### src/rtl/exc_pkg.sv
package exc_pkg;

  // exception codes
  localparam int C_RESET = 1;
  localparam int C_MCHK  = 2;
  localparam int C_CRIT  = 3;
  localparam int C_EXT   = 4;
  localparam int C_PROG  = 5;
  localparam int C_ALIGN = 6;
  localparam int C_FPUN  = 7;
  localparam int C_SYSC  = 8;
  localparam int C_DEC   = 9;
  localparam int C_AUXUN = 10;

  // MSR bit positions
  localparam int B_LE   = 0;
  localparam int B_FE1  = 8;
  localparam int B_FE0  = 11;
  localparam int B_ME   = 12;
  localparam int B_FP   = 13;
  localparam int B_ILE  = 16;
  localparam int B_POW  = 18;

  localparam logic [31:0] MBZ_MASK  = 32'h783F_0000;
  localparam int          CAUSE_LSB = 16;
  localparam int          CAUSE_W   = 5;
  localparam int          VEC_SHIFT = 8;

  typedef enum logic [1:0] {
    PS_FP   = 2'd0,
    PS_ILL  = 2'd1,
    PS_PRIV = 2'd2,
    PS_TRAP = 2'd3
  } prog_sub_e;

  typedef struct packed {
    logic               invalid;
    logic               drop;
    logic               fatal;
    logic               crit;
    logic               save_cur;
    logic               clr_me;
    logic [CAUSE_W-1:0] cause;
  } exc_plan_t;

  function automatic logic code_has_vector(input int c);
    return (c >= C_RESET) && (c <= C_AUXUN);
  endfunction

endpackage

### src/rtl/exc_classify.sv
module exc_classify
  import exc_pkg::*;
#(
  parameter int CODE_W = 4,
  parameter int OFF_W  = 16
) (
  input  logic [CODE_W-1:0] code,
  input  logic [1:0]        sub,
  input  logic              me,
  input  logic              pow,
  input  logic              fp,
  input  logic              fe0,
  input  logic              fe1,
  output exc_plan_t         plan,
  output logic [OFF_W-1:0]  vec_off
);

  localparam int NCODES = 1 << CODE_W;

  logic [OFF_W-1:0]  vec_rom [NCODES];
  logic [NCODES-1:0] vec_def;

  // per-code vector offsets, computed from the code value
  for (genvar i = 0; i < NCODES; i++) begin : g_vec
    assign vec_def[i] = code_has_vector(i);
    assign vec_rom[i] = vec_def[i] ? (OFF_W'(i) << VEC_SHIFT) : '0;
  end

  assign vec_off = vec_rom[code];

  always_comb begin
    plan         = '0;
    plan.invalid = !vec_def[code];
    case (code)
      CODE_W'(C_RESET): begin
        if (pow) plan.cause = 5'b00001;
        else     plan.clr_me = 1'b1;
      end
      CODE_W'(C_MCHK): begin
        plan.clr_me = 1'b1;
        plan.fatal  = !me;
      end
      CODE_W'(C_CRIT): plan.crit = 1'b1;
      CODE_W'(C_PROG): begin
        plan.save_cur = 1'b1;
        case (prog_sub_e'(sub))
          PS_FP: begin
            plan.drop  = !fp || (!fe0 && !fe1);
            plan.cause = (fe0 != fe1) ? 5'b10001 : 5'b10000;
          end
          PS_ILL:  plan.cause = 5'b01000;
          PS_PRIV: plan.cause = 5'b00100;
          default: plan.cause = 5'b00010;
        endcase
      end
      CODE_W'(C_ALIGN), CODE_W'(C_FPUN), CODE_W'(C_AUXUN): plan.save_cur = 1'b1;
      default: ;
    endcase
  end

endmodule

### src/rtl/exc_msr_build.sv
module exc_msr_build
  import exc_pkg::*;
#(
  parameter int XLEN = 32
) (
  input  logic [XLEN-1:0] cur_msr,
  input  exc_plan_t       plan,
  output logic [XLEN-1:0] saved_msr,
  output logic [XLEN-1:0] new_msr
);

  localparam logic [XLEN-1:0] MBZ = XLEN'(MBZ_MASK);

  always_comb begin
    saved_msr = (cur_msr & ~MBZ) | (XLEN'(plan.cause) << CAUSE_LSB);
    new_msr          = '0;
    new_msr[B_ME]    = cur_msr[B_ME] & !plan.clr_me;
    new_msr[B_LE]    = cur_msr[B_ILE];
  end

endmodule

### src/rtl/exc_state_regs.sv
module exc_state_regs
  import exc_pkg::*;
#(
  parameter int XLEN = 32
) (
  input  logic            clk,
  input  logic            rst,
  input  logic            do_entry,
  input  logic            to_crit,
  input  logic            do_err,
  input  logic            do_stop,
  input  logic            do_ret,
  input  logic            ret_crit,
  input  logic [XLEN-1:0] save_pc,
  input  logic [XLEN-1:0] saved_msr,
  input  logic [XLEN-1:0] new_msr,
  input  logic [XLEN-1:0] new_pc,
  output logic            done,
  output logic            ret_done,
  output logic            err,
  output logic            checkstop,
  output logic [XLEN-1:0] hnd_msr,
  output logic [XLEN-1:0] hnd_pc,
  output logic [XLEN-1:0] srr_pc,
  output logic [XLEN-1:0] srr_msr,
  output logic [XLEN-1:0] csrr_pc,
  output logic [XLEN-1:0] csrr_msr
);

  localparam logic [XLEN-1:0] MBZ     = XLEN'(MBZ_MASK);
  localparam logic [XLEN-1:0] PC_ALGN = ~XLEN'(3);

  logic [XLEN-1:0] ret_pc, ret_msr;

  always_comb begin
    ret_pc  = (ret_crit ? csrr_pc : srr_pc) & PC_ALGN;
    ret_msr = ret_crit ? csrr_msr : (srr_msr & ~MBZ);
  end

  always_ff @(posedge clk) begin
    if (rst) begin
      done      <= 1'b0;
      ret_done  <= 1'b0;
      err       <= 1'b0;
      checkstop <= 1'b0;
      hnd_msr   <= '0;
      hnd_pc    <= '0;
      srr_pc    <= '0;
      srr_msr   <= '0;
      csrr_pc   <= '0;
      csrr_msr  <= '0;
    end else begin
      done     <= do_entry;
      ret_done <= do_ret;
      err      <= do_err;
      if (do_stop) checkstop <= 1'b1;
      if (do_entry) begin
        hnd_msr <= new_msr;
        hnd_pc  <= new_pc;
        if (to_crit) begin
          csrr_pc  <= save_pc;
          csrr_msr <= saved_msr;
        end else begin
          srr_pc  <= save_pc;
          srr_msr <= saved_msr;
        end
      end else if (do_ret) begin
        hnd_msr <= ret_msr;
        hnd_pc  <= ret_pc;
      end
    end
  end

  assert_checkstop_sticky_R6: assert property (@(posedge clk) disable iff (rst)
    checkstop |=> checkstop);

  assert_err_keeps_state_R10: assert property (@(posedge clk) disable iff (rst)
    err |-> ($stable(srr_pc) && $stable(srr_msr) && $stable(hnd_pc) && $stable(hnd_msr)));

  assert_ret_aligned_R11: assert property (@(posedge clk) disable iff (rst)
    ret_done |-> (hnd_pc[1:0] == 2'b00));

  assert_hnd_msr_bits_R4: assert property (@(posedge clk) disable iff (rst)
    done |-> ((hnd_msr & ~((XLEN'(1) << B_ME) | (XLEN'(1) << B_LE))) == '0));

  assert_single_event_R1: assert property (@(posedge clk) disable iff (rst)
    $countones({done, ret_done, err}) <= 1);

endmodule

### src/rtl/exc_entry_unit.sv
module exc_entry_unit
  import exc_pkg::*;
#(
  parameter int XLEN   = 32,
  parameter int CODE_W = 4,
  parameter int OFF_W  = 16
) (
  input  logic              clk,
  input  logic              rst,
  input  logic              req_valid,
  input  logic [CODE_W-1:0] req_code,
  input  logic [1:0]        req_sub,
  input  logic [XLEN-1:0]   cur_msr,
  input  logic [XLEN-1:0]   cur_pc,
  input  logic [XLEN-1:0]   vec_prefix,
  input  logic              rfi_valid,
  input  logic              rfi_crit,
  output logic              done,
  output logic              ret_done,
  output logic              err,
  output logic              checkstop,
  output logic [XLEN-1:0]   hnd_msr,
  output logic [XLEN-1:0]   hnd_pc,
  output logic [XLEN-1:0]   srr_pc,
  output logic [XLEN-1:0]   srr_msr,
  output logic [XLEN-1:0]   csrr_pc,
  output logic [XLEN-1:0]   csrr_msr
);

  exc_plan_t        plan;
  logic [OFF_W-1:0] vec_off;
  logic [XLEN-1:0]  saved_msr, new_msr, save_pc, new_pc;
  logic             accept, do_entry, do_err, do_stop, do_ret;

  exc_classify #(.CODE_W(CODE_W), .OFF_W(OFF_W)) u_classify (
    .code    (req_code),
    .sub     (req_sub),
    .me      (cur_msr[B_ME]),
    .pow     (cur_msr[B_POW]),
    .fp      (cur_msr[B_FP]),
    .fe0     (cur_msr[B_FE0]),
    .fe1     (cur_msr[B_FE1]),
    .plan    (plan),
    .vec_off (vec_off)
  );

  exc_msr_build #(.XLEN(XLEN)) u_msr (
    .cur_msr   (cur_msr),
    .plan      (plan),
    .saved_msr (saved_msr),
    .new_msr   (new_msr)
  );

  always_comb begin
    accept   = req_valid && !checkstop;
    do_entry = accept && !plan.invalid && !plan.drop && !plan.fatal;
    do_err   = accept && plan.invalid;
    do_stop  = accept && plan.fatal;
    do_ret   = rfi_valid && !req_valid && !checkstop;
    save_pc  = plan.save_cur ? (cur_pc - XLEN'(4)) : cur_pc;
    new_pc   = XLEN'(vec_off) | vec_prefix;
  end

  exc_state_regs #(.XLEN(XLEN)) u_regs (
    .clk       (clk),
    .rst       (rst),
    .do_entry  (do_entry),
    .to_crit   (plan.crit),
    .do_err    (do_err),
    .do_stop   (do_stop),
    .do_ret    (do_ret),
    .ret_crit  (rfi_crit),
    .save_pc   (save_pc),
    .saved_msr (saved_msr),
    .new_msr   (new_msr),
    .new_pc    (new_pc),
    .done      (done),
    .ret_done  (ret_done),
    .err       (err),
    .checkstop (checkstop),
    .hnd_msr   (hnd_msr),
    .hnd_pc    (hnd_pc),
    .srr_pc    (srr_pc),
    .srr_msr   (srr_msr),
    .csrr_pc   (csrr_pc),
    .csrr_msr  (csrr_msr)
  );

  assert_mchk_clears_me_R6: assert property (@(posedge clk) disable iff (rst)
    (done && $past(req_code) == CODE_W'(C_MCHK)) |-> !hnd_msr[B_ME]);

  assert_done_follows_req_R1: assert property (@(posedge clk) disable iff (rst)
    done |-> $past(req_valid));

  assert_stop_blocks_done_R6: assert property (@(posedge clk) disable iff (rst)
    $past(checkstop) |-> (!done && !ret_done));

endmodule

### config.mk
export PLATFORM = sky130hd
export DESIGN_NAME = exc_entry_unit
export DESIGN_NICKNAME = d
export VERILOG_FILES = /design/src/rtl/exc_pkg.sv /design/src/rtl/exc_classify.sv /design/src/rtl/exc_msr_build.sv /design/src/rtl/exc_state_regs.sv /design/src/rtl/exc_entry_unit.sv
export SDC_FILE = /design/constraint.sdc
export NUM_CORES = 1
export LEC_CHECK = 0
export ABC_CLOCK_PERIOD_IN_PS = 4500
export BUFFER_PORTS_ARGS = -buffer_cell sky130_fd_sc_hd__buf_2
export CORE_MARGIN = 3
export CORE_UTILIZATION = 53
export DETAILED_ROUTE_END_ITERATION = 7
export PLACE_DENSITY = 0.92
export SYNTH_ARGS = -nofsm -noshare
export SYNTH_HDL_FRONTEND = slang
export SYNTH_SLANG_ARGS = --single-unit
### constraint.sdc
create_clock -name clk -period 4.5 [get_ports clk]
set_input_delay 0.225 -clock clk [delete_from_list [all_inputs] [get_ports clk]]
set_output_delay 0.225 -clock clk [all_outputs]
set_load 0.03 [all_outputs]
==> After elaboration in Yosys (flattened, before gate mapping) <==
Memories as Yosys holds them, arrays and structs flattened.
Cells that the tools add are included.
W data, S select, Z words.
{ "classes": {"n_mux": 21, "bitwise": 5, "order_cmp": 2, "n_reduce_logical": 26, "n_addsub": 1, "eq_ne": 10} }
{ "ops": {"columns": ["cell", "n"], "rows": [
  ["$mux W32", 5],
  ["$mux W16", 2],
  ["$or A16 B32 Y32", 1],
  ["$or A32 B21 Y32", 1],
  ["$sub A32 B3 Y32 const B", 1],
  ["$mux W13", 2],
  ["$pmux W5 S3", 1],
  ["$eq A4 B3 Y1 const B", 3],
  ["$logic_not A1 Y1", 10],
  ["$pmux W5 S2", 1],
  ["$logic_and A1 B1 Y1", 9],
  ["$mux W1", 9],
  ["$eq A4 B2 Y1 const B", 2],
  ["$ge A5 B5 Y1 const B", 1],
  ["$lt A4 B5 Y1 const B", 1],
  ["$not A4 Y5", 1],
  ["$eq A4 B1 Y1 const B", 1],
  ["$eq A4 B4 Y1 const B", 1],
  ["$reduce_and A2 Y1", 2],
  ["$reduce_or A4 Y1", 1],
  ["$eq A2 B1 Y1 const B", 1],
  ["$eq A2 B2 Y1 const B", 1],
  ["$logic_not A2 Y1", 1],
  ["$pmux W1 S2", 1],
  ["6 further kinds", 6]
]} }
{ "totals": {"in_bits": 107, "rom_bits": 272, "output_inout_bits": 196, "elab_cells": 78, "mem_count": 2, "register_bits": 196} }
{ "memory_table": {"columns": ["memory", "words", "word_bits", "read_ports", "rd_clocked_by_memory_dff", "write_ports", "line_no", "source"], "rows": [
  ["(name not given)", 16, 16, 1, 0, 0, "exc_classify.sv:29", "assign vec_off = vec_rom[code];"],
  ["(name not given)", 16, 1, 1, 0, 0, "exc_classify.sv:33", "plan.invalid = !vec_def[code];"]
]} }

==> Logic depth before layout (Yosys ltp) <==
Gate-level depths: netlist of the first run.
{ "logic_depth": {"ltp_word": 9, "mapped_depth": 9, "mapped_depth_nobuf": 7} }

==> Hierarchy <==
A second synthesis of the first run with hierarchy kept.
{ "hier_totals": {"cells_unflattened": 1154, "area_unflattened_um2": 9679.3} }
{ "modules_own_cells": {"columns": ["module", "seq_area_each_um2", "cells_each", "n_inst", "area_per_inst_um2"], "rows": [
  ["exc_state_regs", 3923.8, 930, 1, 8104.0],
  ["exc_entry_unit", 0.0, 114, 1, 759.5],
  ["exc_msr_build", 0.0, 65, 1, 490.5],
  ["exc_classify", 0.0, 45, 1, 325.3]
]} }

==> Worst setup path after synthesis of the first run <==
Ideal clock, no wire load.
{ "synth_timing": {"path_kind": "input -> register", "from": "input cur_pc[10]", "to": "register u_regs.srr_pc[26]", "required_ns": 4.409, "n_path_buf": 0, "path_stages": 5, "arrival_ns": 2.107, "setup_slack_ns": 2.302, "setup_ns": 0.091, "cell_sequence": "or4_4 nor4_4 nand4_2 or4_1 a311oi_1"} }
{ "synth_via": {"elab_chain_cells": 2} }
{ "synth_lines": {"columns": ["item", "line_no", "source"], "rows": [
  ["from (decl)", "exc_entry_unit.sv:14", "input logic [XLEN-1:0] cur_pc,"],
  ["$sub A32 B3 Y32", "exc_entry_unit.sv:60", "save_pc = plan.save_cur ? (cur_pc - XLEN'(4)) : cur_pc;"],
  ["$mux W32", "exc_entry_unit.sv:60", null],
  ["to (signal assigned)", "exc_state_regs.sv:64", "srr_pc <= save_pc;"],
  ["to (decl)", "exc_state_regs.sv:24", "output logic [XLEN-1:0] srr_pc,"]
]} }
Every way passes these cells.
A chain may end at the register's enable or synchronous reset.

==> Worst setup path after layout of the first run <==
{ "layout_timing": {"from": "input req_code[2]", "to": "register u_regs.hnd_msr[10]"} }
{ "layout_via": {"elab_chain_cells": 6, "elab_cells_between_ends": 12, "cone_classes": "eq/ne (2); mux (3); reduce/logical (6); memory (1)"} }
{ "layout_lines": {"columns": ["item", "line_no", "source"], "rows": [
  ["from (decl)", "exc_entry_unit.sv:11", "input logic [CODE_W-1:0] req_code,"],
  ["$mem_v2 Z16 W1 / $eq A4 B3 Y1 (equally long branches)", null, null],
  ["$mux W1, on equally long branches", "exc_classify.sv:33, exc_classify.sv:34", null],
  ["$logic_and A1 B1 Y1 / $logic_not A1 Y1 (equally long branches)", "exc_entry_unit.sv:56", "do_entry = accept && !plan.invalid && !plan.drop && !plan.fatal;"],
  ["$logic_and A1 B1 Y1", "exc_entry_unit.sv:56", null],
  ["$logic_and A1 B1 Y1 *", "exc_entry_unit.sv:56", null],
  ["$reduce_or A2 Y1 (no source line) *", null, null],
  ["to (signal assigned)", "exc_state_regs.sv:58", "hnd_msr <= new_msr;"],
  ["to (signal assigned)", "exc_state_regs.sv:68", "hnd_msr <= ret_msr;"],
  ["to (decl)", "exc_state_regs.sv:22", "output logic [XLEN-1:0] hnd_msr,"]
]} }
Mark *: on every way between the ends. The rest lies on a longest branch, timed or not. The select of a mux whose other input is x is not followed.

==> reports/metrics.yaml, run 1 <==
path_class: "in -> reg"
finalMaxSlewViolations: 0
fin_crit_sh_pct: 66.5
globalplace.congestion: 0.899
power_density_nw_per_um2: 399
crit_family: "simple AND/OR/NAND/NOR gates"
drt_iter0_markers: 657
maxCapViolCount: 0
cts.sinks: 181
r2r_cells: 6
grt_max_degree: 82
slowest_delay_ns: 0.95
port-buffer-count: 279
status: "finished clean"
post-route-util_pct: 69.2
syn-cell-area_um2: 7860
grtUsageMet3_pct: 7.96
crit_path_start_kind: "input port"
fin_setup_tns_ns: 0
vias: 7934
tightestPinTransition_ns: 1.14
avgSynthCellArea_um2: 8.27
yosys_register_bits: 181
hpwl_mm: 16.5
met2_usage_pct: 48.5
final_cell_mix: "buf_2 (277), dfxtp_1 (181), nand2_1 (175), nor2_1 (104), a21oi_1 (101)"
yosys_warnings: 0
cts_hold_buf: 0
hold_depth: 3
wl_mm: 24.4
synth_seq_area_share_pct: 46.1
clockBufferDepth: 2
holdCritStartpoint: "vec_prefix[5]"
worstPathRequired_ns: 4.79
postLayoutCellArea_um2: 9830
coreArea_um2: 14200
setup_viol: 0
die_area_um2: 16300
cts.clk_slew.worst_paths_ns: 0.07
ioPinCount: 303
r2r_start: "u_regs.checkstop"
regToRegEndpoint: "u_regs.srr_pc[24]"
area_growth_pct: 25.1
avgViaCountPerCell: 5.79
r2r_slack_ns: 1.78
vdd_drop_max_uv: 384
yosysUniqueCellTypes: 47
rsz0062_at_grt: "no"
h-tree-depth: 4
power_leakage_nw: 4.35
rows: 43
cts_tree: "built"
wl_per_cell_um: 17.8
grt_overflow: 0
cts_setup_buffers: 0
critPathSlowestCell: "nor4bb_1"
maxSlewHeadroom_pct: 24.3
numCtsBuffers: 17
hold_viol: 0
start_util_pct: 55.3
drt-pass1-iter-count: 5
insertion_delay_ns: 0.43
ant_nets: 0
synth_edf_count: 0
syn_inst: 950
crit_path_end_kind: "flop"
post-route-min-period_ns: 2.99
cts_root_buf: "clkbuf_16"
place_area_um2: 9220
antenna_cells: 0
grt_pass1_vias: 7371
cp.arrival_ns: 3.28
antenna_found_initial: 0
ctsResizeCount: 0
synthArstFlopShare_pct: 0
die_w_um: 128
worstPathCellList: "buf_2 -> nor4bb_1 -> nand3_1 -> nand3_2 -> nand2b_1 -> a211oi_1"
drc: 0
drive_gt1_share_pct: 28.0
final_nets: 1287
fin_skew_ns: 0.0128
holdCritPathClass: "in -> reg"
whs_endpoint: "u_regs.hnd_pc[5]"
grt_pass1_wl_mm: 37.6
timing.fmax_ghz: 0.334
layout_commonest_cell: "buf_2"
cp_max_fo: 25
fp.dieH_um: 128
grtUsageMet1_pct: 34.2
grtUsageTotal_pct: 28.6
cp.buffers_inverters: 1
busiest_layer: "met2"
synthFlopType: "dfxtp_1"
==> Yosys cell counts, types with 4 or more instances <==
cell | n | share of area, %
xor2_1 | 17 | 1.9
dfxtp_1 | 181 | 46
o211ai_1 | 28 | 2.7
buf_2 | 4 | 0.25
and2_1 | 7 | 0.56
or4_1 | 5 | 0.48
nand4b_1 | 6 | 0.67
nor3_1 | 19 | 1.2
buf_1 | 10 | 0.48
nand2b_1 | 5 | 0.40
nand2_1 | 175 | 8.4
or3_1 | 8 | 0.64
o21ai_0 | 6 | 0.38
inv_1 | 9 | 0.43
mux2i_1 | 53 | 6.7
a21oi_1 | 101 | 6.4
buf_4 | 15 | 1.4
nand4_1 | 7 | 0.56
nor2_1 | 104 | 5.0
nand3_1 | 15 | 0.96
clkbuf_1 | 66 | 3.2
a311oi_1 | 8 | 0.89
a211oi_1 | 64 | 6.1
==> tightest hold or removal path, cell delays in order <==
cell	delay, ns
buf_2	0.10
nand2_1	0.04
a21oi_1	0.05
==> per-stage QoR <==
stage / power (mW) / std cells / hold slack (ns) / setup WS (ns)
2_1_floorplan: 2.19 / 964 / 0.361 / 2.30
3_3_place_gp: 2.38 / 1339 / 0.437 / 1.36
3_5_place_dp: 2.40 / 1339 / 0.446 / 1.27
4_1_cts: 3.93 / 1371 / 0.0162 / 1.53
5_1_grt: 4.05 / 1371 / 0.0269 / 1.24
6_report: 3.92 / 1371 / 0.0259 / 1.51
==> area by class of cell <==
type                       instances  area (µm²)
fill                            1089        4370
multi-input combinational        679        3850
sequential                       181        3620
timing repair buffer             290        1480
clock buffer                      19         443
tap                              180         225
clock inverter                    13         175
inverter                           9        33.8
==> routing by layer <==
layer  share of wire [%]  vias to the layer above
li1                    -                     3756
met1                  39                     3712
met2                  49                      410
met3                 8.8                       56
met4                 3.3                        0
met5                   0                        -
==> registers in the layout, indices dropped and copies added (netlist names) <==
register and cells:
u_regs.hnd_pc 32, u_regs.hnd_msr 27, u_regs.csrr_msr 27, u_regs.checkstop 1
u_regs.ret_done 1, u_regs.srr_pc 32, u_regs.err 1, u_regs.done 1
u_regs.csrr_pc 32, u_regs.srr_msr 27
==> worst max-delay path by stage <==
| stage | startpoint | end | slack (ns) | depth (start not counted) |
|---|---|---|---|---|
| 6_report | req_code[2] | u_regs.hnd_msr[10] | 1.51 | 6 |
| 5_1_grt | req_code[2] | u_regs.hnd_msr[10] | 1.24 | 6 |
| 4_1_cts | req_code[2] | u_regs.hnd_msr[10] | 1.53 | 6 |
| 3_5_place_dp | req_code[2] | u_regs.hnd_msr[7] | 1.27 | 6 |
| 3_3_place_gp | req_code[2] | u_regs.hnd_msr[6] | 1.36 | 6 |
| 2_1_floorplan | cur_pc[10] | u_regs.srr_pc[26] | 2.30 | 5 |
==> power breakdown <==
part	switching (mW)	internal [mW]	total, mW
clock network	0.655	0.898	1.55
logic	0.446	0.190	0.636
registers	0.0539	1.68	1.73
==> cells by family (layout without fill, tap and decap cells) <==
family | count (synthesis) | after routing | synth area share [%]
buf+inv | 104 | 331 | 5.75
fa+ha+maj | 2 | 2 | 0.318
mux | 53 | 53 | 6.75
other cells | 1 | 15 | 0.0477
simple gates | 370 | 370 | 21.0
compound gates | 220 | 220 | 17.9
xor+xnor | 19 | 19 | 2.12
flops | 181 | 181 | 46.1
No activity file was read; power rests on OpenSTA's default activity.
==> run 2: changes to the inputs <==
--- a/config.mk
+++ b/config.mk
@@ -5,12 +5,13 @@
 export SDC_FILE = /design/constraint.sdc
 export NUM_CORES = 1
 export LEC_CHECK = 0
-export ABC_CLOCK_PERIOD_IN_PS = 4500
+export ABC_AREA = 1
+export ABC_CLOCK_PERIOD_IN_PS = 2700
 export BUFFER_PORTS_ARGS = -buffer_cell sky130_fd_sc_hd__buf_2
 export CORE_MARGIN = 3
-export CORE_UTILIZATION = 53
+export CORE_UTILIZATION = 46
 export DETAILED_ROUTE_END_ITERATION = 7
-export PLACE_DENSITY = 0.92
+export PLACE_DENSITY = 0.83
 export SYNTH_ARGS = -nofsm -noshare
 export SYNTH_HDL_FRONTEND = slang
 export SYNTH_SLANG_ARGS = --single-unit
==> constraint.sdc (replaced) <==
create_clock -name clk -period 2.7 [get_ports clk]
set_input_delay 0.135 -clock clk [delete_from_list [all_inputs] [get_ports clk]]
set_output_delay 0.135 -clock clk [all_outputs]
set_load 0.03 [all_outputs]
==> reports/metrics.yaml, run 2 <==
area_growth_pct: 25.7
wl_met2_mm: 13.4
synth_fa_ha_area_share_pct: 0.280
switching_share_pct: 32.0
r2r_slack_ns: 0.80
ioPinCount: 303
worstPathRequired_ns: 3.07
worstPathCellList: "dlygate4sd3_1 -> buf_2 -> inv_1 -> nand3_2 -> inv_2 -> o211ai_1 -> nand2_1 -> nand2_1 -> a21oi_1"
coreArea_um2: 18900
finalMaxSlewViolations: 0
wl_mm: 29.5
slowest_delay_ns: 0.55
vias: 9525
cts_setup_buffers: 0
fillers: 1760
wirelength_met1_mm: 13.0
hold_depth: 4
synth_top_family_by_area: "simple AND/OR/NAND/NOR gates"
rsz0062_at_grt: "no"
finalPower_mw: 6.42
synth_compound_area_share_pct: 11.4
holdCritPathClass: "in -> reg"
numCtsBuffers: 17
power_frac_clock_pct: 36.8
setup_viol: 0
seq_area_um2: 3620
synthMuxAreaShare_pct: 2.39
holdCritStartpoint: "cur_pc[31]"
clockBufferDepth: 2
power_switching_mw: 2.06
regToRegEndpoint: "u_regs.hnd_pc[7]"
post-route-min-period_ns: 1.95
synth_edf_count: 0
crit_path_end_kind: "flop"
start_util_pct: 47.3
power_leakage_nw: 5.51
synth_xor_area_share_pct: 0.979
whs_endpoint: "u_regs.srr_pc[31]"
fin_skew_ns: 0.00905
pwr-share-comb_pct: 18.5
yosysUniqueCellTypes: 36
grtUsageTotal_pct: 26.7
yosys_warnings: 0
multiInputGateArea_um2: 4430
wl_per_cell_um: 15.8
port-buffer-count: 279
r2r_cells: 7
cp.arrival_ns: 2.32
top_layer_used: "met4"
die_area_um2: 21200
synth_top_area_share_pct: 40.5
place_inst: 1808
hpwl_mm: 20.4
vdd_drop_max_uv: 449
avgSynthCellArea_um2: 6.71
fin_hold_ws_ns: 0.0123
power_frac_seq_pct: 44.7
syn-cell-area_um2: 8940
drc: 0
synth_seq_area_share_pct: 40.5
cts.sinks: 181
avgViaCountPerCell: 5.09
ant_nets: 0
power_density_nw_per_um2: 571
final_nets: 1704
fin_setup_tns_ns: 0
critPathSlowestCell: "dlygate4sd3_1"
fin_crit_sh_pct: 72.2
yosys_register_bits: 181
top_regs: "u_regs.csrr_pc: 32 flops, u_regs.hnd_pc: 32 flops, u_regs.srr_pc: 32 flops"
path_class: "in -> reg"
layout_commonest_cell: "nand2_1"
h-tree-depth: 4
cts_root_buf: "clkbuf_16"
cts.clk_slew.worst_paths_ns: 0.07
dr_wl_met3_mm: 2.16
crit_path_start_kind: "input port"
die_w_um: 145
p_int_mw: 4.37
yosys.area.top_type: "dfxtp_1"
rows: 50
grt_overflow: 0
synthArstFlopShare_pct: 0
syn_inst: 1333
instances_no_fill: 1871
synthTopCellsByCount: "nand2_1 (463), dfxtp_1 (181), a21oi_1 (143)"
grt_pass1_wl_mm: 46.3
drt_iter0_markers: 712
ctsResizeCount: 0
yosys.area_share.simple_pct: 33.8
tightestPinTransition_ns: 0.747
cp.buffers_inverters: 4
synthFlopType: "dfxtp_1"
crit_top_cell: "nand2_1"
hold_viol: 0
grt_pass1_vias: 8753
crit_family: "buffers and inverters"
drive_gt1_share_pct: 22.8
maxCapViolCount: 0
antenna_found_initial: 3
cts_hold_buf: 28
r2r_start: "u_regs.checkstop"
maxSlewHeadroom_pct: 50.2
timing.fmax_ghz: 0.513
grt_max_degree: 80
cts_tree: "built"
yosysMostFrequentCell: "nand2_1"
status: "finished clean"
insertion_delay_ns: 0.44
cp_max_fo: 37
fp.dieH_um: 145
final_cell_mix: "nand2_1 (462), buf_2 (277), dfxtp_1 (181), a21oi_1 (143), nor2_1 (124)"
drt-pass1-iter-count: 5
synth_area_leaders: "dfxtp_1 (41%), nand2_1 (19%), a21oi_1 (8.0%)"
globalplace.congestion: 0.901
## run 2: cell types whose count changed after synthesis, moves of 18 or more
cell	previous run	this run
nand2_1	175	463
nand3b_1	1	31
mux2i_1	53	0
nor3_1	19	1
inv_1	9	114
nor2_1	104	124
nand3_1	15	71
mux2_2	0	19
a21oi_1	101	143
clkbuf_1	66	41
a211oi_1	64	0
buf_2	4	22
## run 2: area by class of cell
type                            count  area share [%]
Multi-Input combinational cell    951            39.4
Sequential cell                   181            32.2
Timing Repair Buffer              324            16.5
Inverter                          120            4.01
Clock buffer                       19            3.85
Tap cell                          260            2.89
Clock inverter                     13            1.01
Antenna cell                        3          0.0668
## run 2: metrics by stage
stage	instance area (µm²)	utilization, %	setup slack [ns]
2_1_floorplan	9000	-	1.11
3_3_place_gp	10400	55.1	0.823
3_5_place_dp	10400	55.1	0.789
4_1_cts	11200	59.5	0.754
5_1_grt	11200	59.5	0.627
6_report	11200	59.5	0.750
## run 2: worst reg2reg max path: stages (launching register included)
cell      delay, ns
dfxtp_1        0.33
inv_1          0.09
nand3_2        0.09
inv_2          0.53
o211ai_1       0.39
nand2_1        0.22
nand2_1        0.07
a21oi_1        0.12
## run 2: logic make-up after synthesis
logic type | Yosys count
AO/OA/AOI/OAI | 186
XOR/XNOR | 10
adder cells (fa/ha/maj) | 2
buffers and inverters | 215
flip-flops | 181
multiplexers | 19
other | 1
AND/OR/NAND/NOR | 719
## run 2: worst max-delay path by stage
| stage | from | to | cells after the start | slack (ns) |
|---|---|---|---|---|
| after floorplan | u_regs.checkstop | u_regs.hnd_pc[28] | 9 | 1.11 |
| after global placement | req_code[2] | u_regs.csrr_pc[26] | 12 | 0.82 |
| after detailed placement | req_code[2] | u_regs.srr_pc[30] | 12 | 0.79 |
| after CTS | req_valid | u_regs.hnd_pc[31] | 9 | 0.75 |
| after global routing | req_valid | u_regs.hnd_pc[31] | 9 | 0.63 |
| final | req_valid | u_regs.hnd_pc[7] | 9 | 0.75 |
## run 2: power groups by stage
stage	clock [mW]	sequential, mW	combinational [mW]
floorplan	0	3.16	0.548
global placement	0	2.92	1.12
detailed placement	0	2.93	1.14
CTS	2.40	2.87	1.18
global route	2.51	2.88	1.29
finish	2.37	2.87	1.19
## run 2: metal layers
| metal | global-route usage [%] | vias up |
|---|---|---|
| met5 | 0 | - |
| met4 | 10.1 | 0 |
| met3 | 4.80 | 75 |
| met2 | 42.2 | 442 |
| met1 | 36.7 | 4284 |
| li1 | - | 4724 |
==> run 3: changes to the inputs <==
--- a/config.mk
+++ b/config.mk
@@ -6,12 +6,12 @@
 export NUM_CORES = 1
 export LEC_CHECK = 0
 export ABC_AREA = 1
-export ABC_CLOCK_PERIOD_IN_PS = 2700
+export ABC_CLOCK_PERIOD_IN_PS = 2000
 export BUFFER_PORTS_ARGS = -buffer_cell sky130_fd_sc_hd__buf_2
 export CORE_MARGIN = 3
-export CORE_UTILIZATION = 46
+export CORE_UTILIZATION = 51
 export DETAILED_ROUTE_END_ITERATION = 7
-export PLACE_DENSITY = 0.83
+export PLACE_DENSITY = 0.87
 export SYNTH_ARGS = -nofsm -noshare
 export SYNTH_HDL_FRONTEND = slang
 export SYNTH_SLANG_ARGS = --single-unit
==> constraint.sdc (replaced) <==
create_clock -name clk -period 2 [get_ports clk]
set_input_delay 0.1 -clock clk [delete_from_list [all_inputs] [get_ports clk]]
set_output_delay 0.1 -clock clk [all_outputs]
set_load 0.03 [all_outputs]
==> reports/metrics.yaml, run 3 (synthesized netlist as in run 2, its figures left out) <==
ioPinCount: 303
coreArea_um2: 16900
cts_setup_buffers: 0
port-buffer-count: 279
power_frac_clock_pct: 38.9
crit_path_start_kind: "input port"
vdd_drop_max_uv: 726
cts.sinks: 181
place_ws_ns: 0.241
finalMaxSlewViolations: 0
tightestPinTransition_ns: 0.684
path_class: "in -> reg"
rsz0062_at_grt: "no"
power_density_nw_per_um2: 789
hold_viol: 0
setup_viol: 0
die_area_um2: 19200
grt_overflow: 0
power_leakage_nw: 5.60
post-route-util_pct: 67.5
grt_pass1_wl_mm: 46.9
top_regs: "u_regs.csrr_pc: 32 flops, u_regs.hnd_pc: 32 flops, u_regs.srr_pc: 32 flops"
cp_max_fo: 13
h-tree-depth: 4
layout_commonest_cell: "nand2_1"
grtUsageTotal_pct: 29.9
power_frac_seq_pct: 43.1
hpwl_mm: 20.7
die_w_um: 138
maxSlewHeadroom_pct: 54.4
drt_iter0_markers: 953
ant_nets: 0
vias: 9677
status: "finished clean"
holdCritPathClass: "in -> reg"
maxCapViolCount: 0
cts.clk_slew.worst_paths_ns: 0.08
area_growth_pct: 27.4
wl_per_cell_um: 16.0
p_int_mw: 6.18
drc: 0
globalplace.congestion: 0.887
avgViaCountPerCell: 5.25
final_nets: 1715
hold_depth: 4
fillers: 1433
start_util_pct: 53.0
antenna_found_initial: 1
numCtsBuffers: 17
clockBufferDepth: 2
switching_share_pct: 31.2
timing.fmax_ghz: 0.520
power_switching_mw: 2.81
fin_hold_ws_ns: 0.0177
crit_path_end_kind: "flop"
fin_setup_tns_ns: 0
r2r_slack_ns: 0.25
rows: 47
fin_skew_ns: 0.00877
drive_gt1_share_pct: 23.2
post-route-min-period_ns: 1.92
wl_mm: 29.5
drt-pass1-iter-count: 6
worstPathRequired_ns: 2.34
cts_root_buf: "clkbuf_16"
ctsResizeCount: 0
fin_crit_sh_pct: 96.1
cp.arrival_ns: 2.27
pwr-share-comb_pct: 18.0
grt_pass1_vias: 8894
insertion_delay_ns: 0.44
final_cell_mix: "nand2_1 (462), buf_2 (277), dfxtp_1 (181), a21oi_1 (143), nor2_1 (124)"
r2r_cells: 8
cts_hold_buf: 31
grt_max_degree: 114
cts_tree: "built"
setup_ws_ns: 0.0776
fp.dieH_um: 138
## run 3: cell types whose count changed in the layout (fill, tap and decap cells not counted), sizes merged
cell,before,now
clkinv,6,2
buf,296,304
clkinvlp,0,2
inv,127,128
bufinv,0,2
clkbuf,19,18
dlygate4sd3,28,31
## run 3: path summary, 6_finish.rpt
kind | start | endpoint
worst min-delay path | cur_pc[12] | u_regs.csrr_pc[12]
worst max register to register | u_regs.checkstop | u_regs.csrr_msr[9]
worst min register to register | u_regs.csrr_msr[20] | u_regs.csrr_msr[20]
worst max-delay path | cur_msr[8] | u_regs.csrr_msr[9]
## run 3: layout make-up
type	count	area, µm²	area share (%)
clock inverters	14	180	1.58
repair buffers	335	2000	17.5
clock buffers	18	429	3.77
inverters	120	450	3.95
multi-input cells	951	4430	38.9
diodes	3	7.51	0.0659
flip-flops and latches	181	3620	31.8
well taps	220	275	2.41
## run 3: metrics by stage
stage | cells | cell area (µm²) | total power, mW
finish | 1842 | 11400 | 8.99
global placement | 1776 | 10500 | 5.47
CTS | 1839 | 11400 | 9.01
global route | 1840 | 11400 | 9.35
detailed placement | 1776 | 10500 | 5.51
floorplan | 1347 | 9000 | 5.01
## run 3: layer usage
metal	track usage (%)	part of all wire, %
met3	5.11	8.7
met4	13.3	4.5
met1	40.8	42
met5	0	0
met2	46.7	45
## run 3: power by group through the flow
stage	Clock [mW]	Sequential [mW]	Combinational, mW
after floorplan	0	4.27	0.740
after global placement	0	3.95	1.53
after detailed placement	0	3.96	1.55
after CTS	3.53	3.87	1.61
after global routing	3.69	3.89	1.76
final	3.49	3.88	1.62
## run 3: worst max-delay path: stages
cell	delay, ns
dlygate4sd3_1	0.55
buf_2	0.14
inv_1	0.06
ha_1	0.20
inv_1	0.06
nand2_1	0.10
nand3_4	0.12
nand3_2	0.14
inv_2	0.26
buf_4	0.27
nand2_1	0.07
a21oi_1	0.21
